**src/rtl/rsb_pkg.sv**
```systemverilog
`timescale 1ns/1ps
package rsb_pkg;
  localparam int W      = 8;
  localparam int IDX_W  = $clog2(W);
  localparam int OP_W   = 4;
  localparam int KIND_W = 3;

  localparam logic [OP_W-1:0] OP_TEST  = 4'd8;
  localparam logic [OP_W-1:0] OP_CLR   = 4'd9;
  localparam logic [OP_W-1:0] OP_SET   = 4'd10;
  localparam logic [OP_W-1:0] OP_SHMAX = 4'd7;

  localparam int F_C  = 0;
  localparam int F_N  = 1;
  localparam int F_PV = 2;
  localparam int F_3  = 3;
  localparam int F_H  = 4;
  localparam int F_5  = 5;
  localparam int F_Z  = 6;
  localparam int F_S  = 7;

  function automatic logic even_par(input logic [W-1:0] v);
    return ~(^v);
  endfunction

  // Flags produced by any rotate or shift.
  function automatic logic [W-1:0] shift_flags(input logic [W-1:0] v, input logic cy);
    logic [W-1:0] f;
    f       = '0;
    f[F_S]  = v[W-1];
    f[F_Z]  = (v == '0);
    f[F_5]  = v[5];
    f[F_3]  = v[3];
    f[F_PV] = even_par(v);
    f[F_C]  = cy;
    return f;
  endfunction

  // Flags produced by a bit test.
  function automatic logic [W-1:0] test_flags(input logic [W-1:0] v, input logic hit,
                                              input logic top_idx, input logic cin);
    logic [W-1:0] f;
    f       = '0;
    f[F_S]  = hit & top_idx;
    f[F_Z]  = ~hit;
    f[F_PV] = ~hit;
    f[F_5]  = v[5];
    f[F_3]  = v[3];
    f[F_H]  = 1'b1;
    f[F_C]  = cin;
    return f;
  endfunction
endpackage

```
**src/rtl/rsb_shift.sv**
```systemverilog
`timescale 1ns/1ps
module rsb_shift
  import rsb_pkg::*;
(
  input  logic [KIND_W-1:0] kind_i,
  input  logic [W-1:0]      opnd_i,
  input  logic              cin_i,
  output logic [W-1:0]      res_o,
  output logic [W-1:0]      flags_o
);
  logic          go_left;
  logic          fill_bit;
  logic          out_bit;
  logic [W-1:0]  res;

  assign go_left = ~kind_i[0];
  assign out_bit = go_left ? opnd_i[W-1] : opnd_i[0];

  always_comb begin
    unique case (kind_i)
      3'd0:    fill_bit = opnd_i[W-1];
      3'd1:    fill_bit = opnd_i[0];
      3'd2:    fill_bit = cin_i;
      3'd3:    fill_bit = cin_i;
      3'd4:    fill_bit = 1'b0;
      3'd5:    fill_bit = opnd_i[W-1];
      3'd6:    fill_bit = 1'b1;
      default: fill_bit = 1'b0;
    endcase
    if (go_left) res = {opnd_i[W-2:0], fill_bit};
    else         res = {fill_bit, opnd_i[W-1:1]};
  end

  assign res_o   = res;
  assign flags_o = shift_flags(res, out_bit);

  always_comb begin
    if (go_left)
      p_body_left_r1: assert (res_o[W-1:1] == opnd_i[W-2:0]) else $error("left body moved wrong");
    else
      p_body_right_r1: assert (res_o[W-2:0] == opnd_i[W-1:1]) else $error("right body moved wrong");
    p_hn_clear_r5: assert (flags_o[F_H] == 1'b0 && flags_o[F_N] == 1'b0) else $error("H/N not cleared");
    p_zero_r5: assert (flags_o[F_Z] == (res_o == '0)) else $error("zero flag wrong");
  end
endmodule

```
**src/rtl/rsb_bitop.sv**
```systemverilog
`timescale 1ns/1ps
module rsb_bitop
  import rsb_pkg::*;
(
  input  logic [W-1:0]     opnd_i,
  input  logic [IDX_W-1:0] idx_i,
  input  logic             cin_i,
  output logic [W-1:0]     clr_o,
  output logic [W-1:0]     set_o,
  output logic [W-1:0]     tflags_o
);
  logic [W-1:0] sel_mask;
  logic         hit;

  for (genvar g = 0; g < W; g++) begin : g_mask
    assign sel_mask[g] = (idx_i == IDX_W'(g));
  end

  assign hit      = |(opnd_i & sel_mask);
  assign clr_o    = opnd_i & ~sel_mask;
  assign set_o    = opnd_i | sel_mask;
  assign tflags_o = test_flags(opnd_i, hit, (idx_i == IDX_W'(W-1)), cin_i);

  always_comb begin
    p_single_set_r7: assert ($countones(set_o ^ opnd_i) <= 1 && (set_o & ~opnd_i & ~sel_mask) == '0)
      else $error("set touched other bits");
    p_single_clr_r7: assert ($countones(clr_o ^ opnd_i) <= 1 && (opnd_i & ~clr_o & ~sel_mask) == '0)
      else $error("clear touched other bits");
    p_zpv_agree_r6: assert (tflags_o[F_Z] == tflags_o[F_PV]) else $error("Z and PV disagree");
    p_sign_top_r6: assert (!tflags_o[F_S] || idx_i == IDX_W'(W-1)) else $error("sign for low index");
  end
endmodule

```
**src/rtl/rsb_unit.sv**
```systemverilog
`timescale 1ns/1ps
module rsb_unit
  import rsb_pkg::*;
(
  input  logic [7:0] opnd_i,
  input  logic [7:0] flags_i,
  input  logic [3:0] op_i,
  input  logic [2:0] bit_idx_i,
  output logic [7:0] result_o,
  output logic [7:0] flags_o
);
  logic [W-1:0] sh_res, sh_flags;
  logic [W-1:0] clr_res, set_res, tst_flags;
  logic         is_shift, is_test;

  assign is_shift = (op_i <= OP_SHMAX);
  assign is_test  = (op_i == OP_TEST);

  rsb_shift u_shift (
    .kind_i (op_i[KIND_W-1:0]),
    .opnd_i (opnd_i),
    .cin_i  (flags_i[F_C]),
    .res_o  (sh_res),
    .flags_o(sh_flags)
  );

  rsb_bitop u_bitop (
    .opnd_i  (opnd_i),
    .idx_i   (bit_idx_i),
    .cin_i   (flags_i[F_C]),
    .clr_o   (clr_res),
    .set_o   (set_res),
    .tflags_o(tst_flags)
  );

  always_comb begin
    result_o = opnd_i;
    flags_o  = flags_i;
    if (is_shift) begin
      result_o = sh_res;
      flags_o  = sh_flags;
    end else if (is_test) begin
      flags_o  = tst_flags;
    end else if (op_i == OP_CLR) begin
      result_o = clr_res;
    end else if (op_i == OP_SET) begin
      result_o = set_res;
    end
  end

  always_comb begin
    if (is_test)
      p_test_keeps_r6: assert (result_o == opnd_i && flags_o[F_C] == flags_i[F_C])
        else $error("bit test altered operand or carry");
    if (op_i == OP_CLR || op_i == OP_SET)
      p_flags_pass_r7: assert (flags_o == flags_i) else $error("bit change altered flags");
  end
endmodule

```
**config.mk**
```make
export PLATFORM = sky130hd
export DESIGN_NAME = rsb_unit
export DESIGN_NICKNAME = d
export VERILOG_FILES = /design/src/rtl/rsb_pkg.sv /design/src/rtl/rsb_shift.sv /design/src/rtl/rsb_bitop.sv /design/src/rtl/rsb_unit.sv
export SDC_FILE = /design/constraint.sdc
export NUM_CORES = 1
export LEC_CHECK = 0
export BUFFER_PORTS_ARGS = -buffer_cell sky130_fd_sc_hd__buf_2
export CAP_MARGIN = 30
export CORE_MARGIN = 2
export CORE_UTILIZATION = 35
export DETAILED_ROUTE_END_ITERATION = 10
export PLACE_DENSITY_LB_ADDON = 0.25
export SYNTH_ARGS = -nofsm -noshare
export SYNTH_HDL_FRONTEND = slang
export SYNTH_HIERARCHICAL = 1
export SYNTH_SLANG_ARGS = --single-unit
```
**constraint.sdc**
```tcl
create_clock -name vclk -period 1.66
set_input_delay 0.083 -clock vclk [all_inputs]
set_output_delay 0.083 -clock vclk [all_outputs]
set_load 0.1 [all_outputs]
```
==> impl_results.html <==
<table>
<tr><th>Metric</th><th>Value</th></tr>
<tr><th colspan="2">Yosys</th></tr>
<tr><td>Top area cells in the synthesized netlist</td><td>sky130_fd_sc_hd__a31oi_1, sky130_fd_sc_hd__buf_4, sky130_fd_sc_hd__and4bb_2</td></tr>
<tr><td>Average footprint of a synthesized cell</td><td>6.91 um2</td></tr>
<tr><td>Number of distinct library cells after synthesis</td><td>39</td></tr>
<tr><td>Portion of synthesized cell area occupied by the leading cell type</td><td>8.01%</td></tr>
<tr><td>Mapped Area</td><td>1250 um2</td></tr>
<tr><td>Synthesis Warnings</td><td>6</td></tr>
<tr><td>Yosys top cell by area</td><td>sky130_fd_sc_hd__a31oi_1</td></tr>
<tr><td>Sequential element share of the synthesized area</td><td>0%</td></tr>
<tr><td>Gate count of the mapped netlist</td><td>181</td></tr>
<tr><th colspan="2">Worst setup path</th></tr>
<tr><td>Critical path launch point type</td><td>input port</td></tr>
<tr><td>Required time reported for the critical path endpoint</td><td>1.58 ns</td></tr>
<tr><td>Worst Path Max Fanout</td><td>2</td></tr>
<tr><td>Sort of element at the end of the critical path</td><td>output port</td></tr>
<tr><td>Data arrival at the endpoint of the critical path</td><td>1.89 ns</td></tr>
<tr><td>Type of the worst setup path</td><td>input port to output port</td></tr>
<tr><th colspan="2">Floorplanning</th></tr>
<tr><td>Std-Cell Core Area</td><td>3390 um2</td></tr>
<tr><td>Floorplan die width</td><td>63.8 um</td></tr>
<tr><td>Floorplan die area</td><td>4070 um2</td></tr>
<tr><td>Die height</td><td>63.8 um</td></tr>
<tr><td>Cell row count</td><td>21</td></tr>
<tr><td>I/O pin cnt</td><td>39</td></tr>
<tr><td>Initial core utilization</td><td>36.9%</td></tr>
<tr><th colspan="2">Final layout</th></tr>
<tr><td>Area growth syn-to-layout</td><td>71.4%</td></tr>
<tr><td>Reg area</td><td>0 um2</td></tr>
<tr><td>Most frequent cells in the layout</td><td>sky130_fd_sc_hd__buf_4, sky130_fd_sc_hd__buf_2, sky130_fd_sc_hd__nand2_1, sky130_fd_sc_hd__a31oi_4, sky130_fd_sc_hd__buf_12</td></tr>
<tr><td>Filler cell count</td><td>286</td></tr>
<tr><td>Final antenna diode count</td><td>0</td></tr>
<tr><td>Net count of the finished layout</td><td>252</td></tr>
<tr><td>Multi-input combinational cell area</td><td>1410 um2</td></tr>
<tr><td>Most common cell after layout, fill and taps aside</td><td>sky130_fd_sc_hd__buf_4</td></tr>
<tr><td>Count of sequential standard cells</td><td>0</td></tr>
<tr><td>Share of cells above drive strength 1</td><td>52.5%</td></tr>
<tr><td>Final-layout clock buffer total</td><td>0</td></tr>
<tr><th colspan="2">GRT</th></tr>
<tr><td>Global Route met2 Usage</td><td>37.6%</td></tr>
<tr><td>Layer with the highest usage</td><td>met2</td></tr>
<tr><td>Antenna violations before repair</td><td>0</td></tr>
<tr><td>GRT Util Overall</td><td>20.0%</td></tr>
<tr><td>Overflow left after global routing</td><td>0</td></tr>
<tr><td>Pin count of the biggest net entering global routing</td><td>40</td></tr>
<tr><td>Global Route met1 Usage</td><td>25.9%</td></tr>
<tr><td>Via count of the first global-routing pass</td><td>1538</td></tr>
<tr><td>First-pass GRT wire length</td><td>6.89 mm</td></tr>
<tr><td>Met3 Resource Use GR</td><td>0.704%</td></tr>
<tr><th colspan="2">Place</th></tr>
<tr><td>Post-detail-place hpwl</td><td>2.86 mm</td></tr>
<tr><td>Placer's final routability congestion estimate</td><td>0.815</td></tr>
<tr><td>Port Buffer Count</td><td>39</td></tr>
<tr><th colspan="2">STA</th></tr>
<tr><td>Unrepaired setup endpoints after global routing</td><td>true</td></tr>
<tr><td>Worst Hold Slack</td><td>0.593 ns</td></tr>
<tr><td>Total count of max-transition violations in the final report</td><td>0</td></tr>
<tr><td>Final worst-path cycle share</td><td>119%</td></tr>
<tr><td>Min cycle time layout</td><td>1.97 ns</td></tr>
<tr><td>Worst Slack Setup Final</td><td>-0.310 ns</td></tr>
<tr><td>Final-report hold violation count</td><td>0</td></tr>
<tr><td>Setup violation total in the final timing report</td><td>5</td></tr>
<tr><td>Timing-limited maximum frequency</td><td>507 MHz</td></tr>
<tr><th colspan="2">Outcome</th></tr>
<tr><td>Result of the run</td><td>finished, violations left</td></tr>
<tr><td>Violations in the final reports</td><td>setup timing</td></tr>
<tr><th colspan="2">Detailed routing</th></tr>
<tr><td>Total via count after detailed routing</td><td>1475</td></tr>
<tr><td>Post-route antenna net violation count</td><td>0</td></tr>
<tr><td>WL final</td><td>4.14 mm</td></tr>
<tr><td>DRC violations left</td><td>0</td></tr>
<tr><td>Count of TritonRoute iterations in the first routing pass</td><td>4</td></tr>
<tr><td>Routed length per placed instance</td><td>15.4 um</td></tr>
<tr><td>Iteration-0 DRC count of the detailed router</td><td>53</td></tr>
<tr><td>Via-to-Cell Ratio</td><td>5.48</td></tr>
<tr><th colspan="2">Min path</th></tr>
<tr><td>Type of the tightest min-delay check</td><td>input port to output port</td></tr>
<tr><th colspan="2">Power</th></tr>
<tr><td>Pwr Density</td><td>499 nW/um2</td></tr>
<tr><td>Overall power of the completed layout</td><td>1.07 mW</td></tr>
<tr><td>Largest voltage drop on the vdd net</td><td>240 uV</td></tr>
<tr><td>Leakage power figure</td><td>0.861 nW</td></tr>
<tr><th colspan="2">Run</th></tr>
<tr><td>Maximum Capacitance Violations</td><td>0</td></tr>
</table>
==> critical path, cell delays in order <==
cell	delay, ns
sky130_fd_sc_hd__buf_6	0.09
sky130_fd_sc_hd__or4b_1	0.54
sky130_fd_sc_hd__o211a_1	0.18
sky130_fd_sc_hd__ha_4	0.24
sky130_fd_sc_hd__xnor2_2	0.13
sky130_fd_sc_hd__xnor2_1	0.18
sky130_fd_sc_hd__nor2_2	0.08
sky130_fd_sc_hd__a31oi_4	0.16
sky130_fd_sc_hd__buf_12	0.19
==> cell usage after synthesis, types with 2 or more instances <==
library cell                n
sky130_fd_sc_hd__buf_6      3
sky130_fd_sc_hd__nor2_1    11
sky130_fd_sc_hd__o21bai_1   4
sky130_fd_sc_hd__and2_1     9
sky130_fd_sc_hd__mux4_2     2
sky130_fd_sc_hd__a21o_1     2
sky130_fd_sc_hd__a22oi_1    8
sky130_fd_sc_hd__clkbuf_1   9
sky130_fd_sc_hd__ha_1       4
sky130_fd_sc_hd__a21boi_0   2
sky130_fd_sc_hd__o21a_1     5
sky130_fd_sc_hd__buf_2      2
sky130_fd_sc_hd__inv_1      7
sky130_fd_sc_hd__conb_1     3
sky130_fd_sc_hd__and4bb_2   7
sky130_fd_sc_hd__a31oi_1   16
sky130_fd_sc_hd__nor2b_1    2
sky130_fd_sc_hd__buf_4     12
sky130_fd_sc_hd__mux2i_1    8
sky130_fd_sc_hd__o22ai_1    6
sky130_fd_sc_hd__xnor2_1    3
sky130_fd_sc_hd__o22ai_2    2
sky130_fd_sc_hd__o21ai_0   10
sky130_fd_sc_hd__nand2_1   20
sky130_fd_sc_hd__nand2b_1  10
==> where the power goes <==
| group | internal, mW | switching, mW | leakage, nW |
|---|---|---|---|
| combinational | 0.419 | 0.649 | 0.861 |
| clock | 0 | 0 | 0 |
| sequential | 0 | 0 | 0 |
| total | 0.419 | 0.649 | 0.861 |
==> per-stage QoR <==
stage	area (um2)	TNS, ns	worst slack [ns]	utilization [%]	std cells
detailed placement	1890	-2.90	-0.358	55.7	266
global placement	1890	-2.57	-0.360	55.7	266
finish	2140	-0.638	-0.310	63.2	269
floorplan	1500	-0.802	-0.432	-	182
CTS	2020	-0.340	-0.320	59.5	268
global route	2140	-0.887	-0.347	63.2	269
==> cells by family after synthesis <==
logic type,count (synthesis),synth area share [%]
and+or+nand+nor,68,34.0
AOI/OAI and AO/OA,57,31.0
buffers and inverters,35,17.0
muxes,11,10.9
adders and majority gates,4,4.00
xor gates and xnor gates,3,2.10
other,3,0.901
==> final timing paths <==
check        from          to  cells after the start
max       op_i[1]  flags_o[2]                      9
min    flags_i[4]  flags_o[4]                      4
==> layout make-up <==
type	count	area share, %
inverter	8	1.40
multi-input combinational	148	65.9
tap	46	2.69
timing repair buffer	67	30.0
==> routing by layer <==
| metal | up-vias | part of all wire [%] |
|---|---|---|
| li1 | 735 | - |
| met1 | 720 | 46 |
| met2 | 20 | 52 |
| met3 | 0 | 1.7 |
| met4 | 0 | 0 |
| met5 | - | 0 |
==> what timing repair did <==
item | CTS | global route
hold buffers | 0 | 0
endpoints found under the setup margin | 16 | 11
setup buffers | 1 | 2
cloned | 1 | 0
pin swaps | 6 | 10
gates resized for setup | 29 | 26
Note: power is estimated with default switching activity, not from simulation.
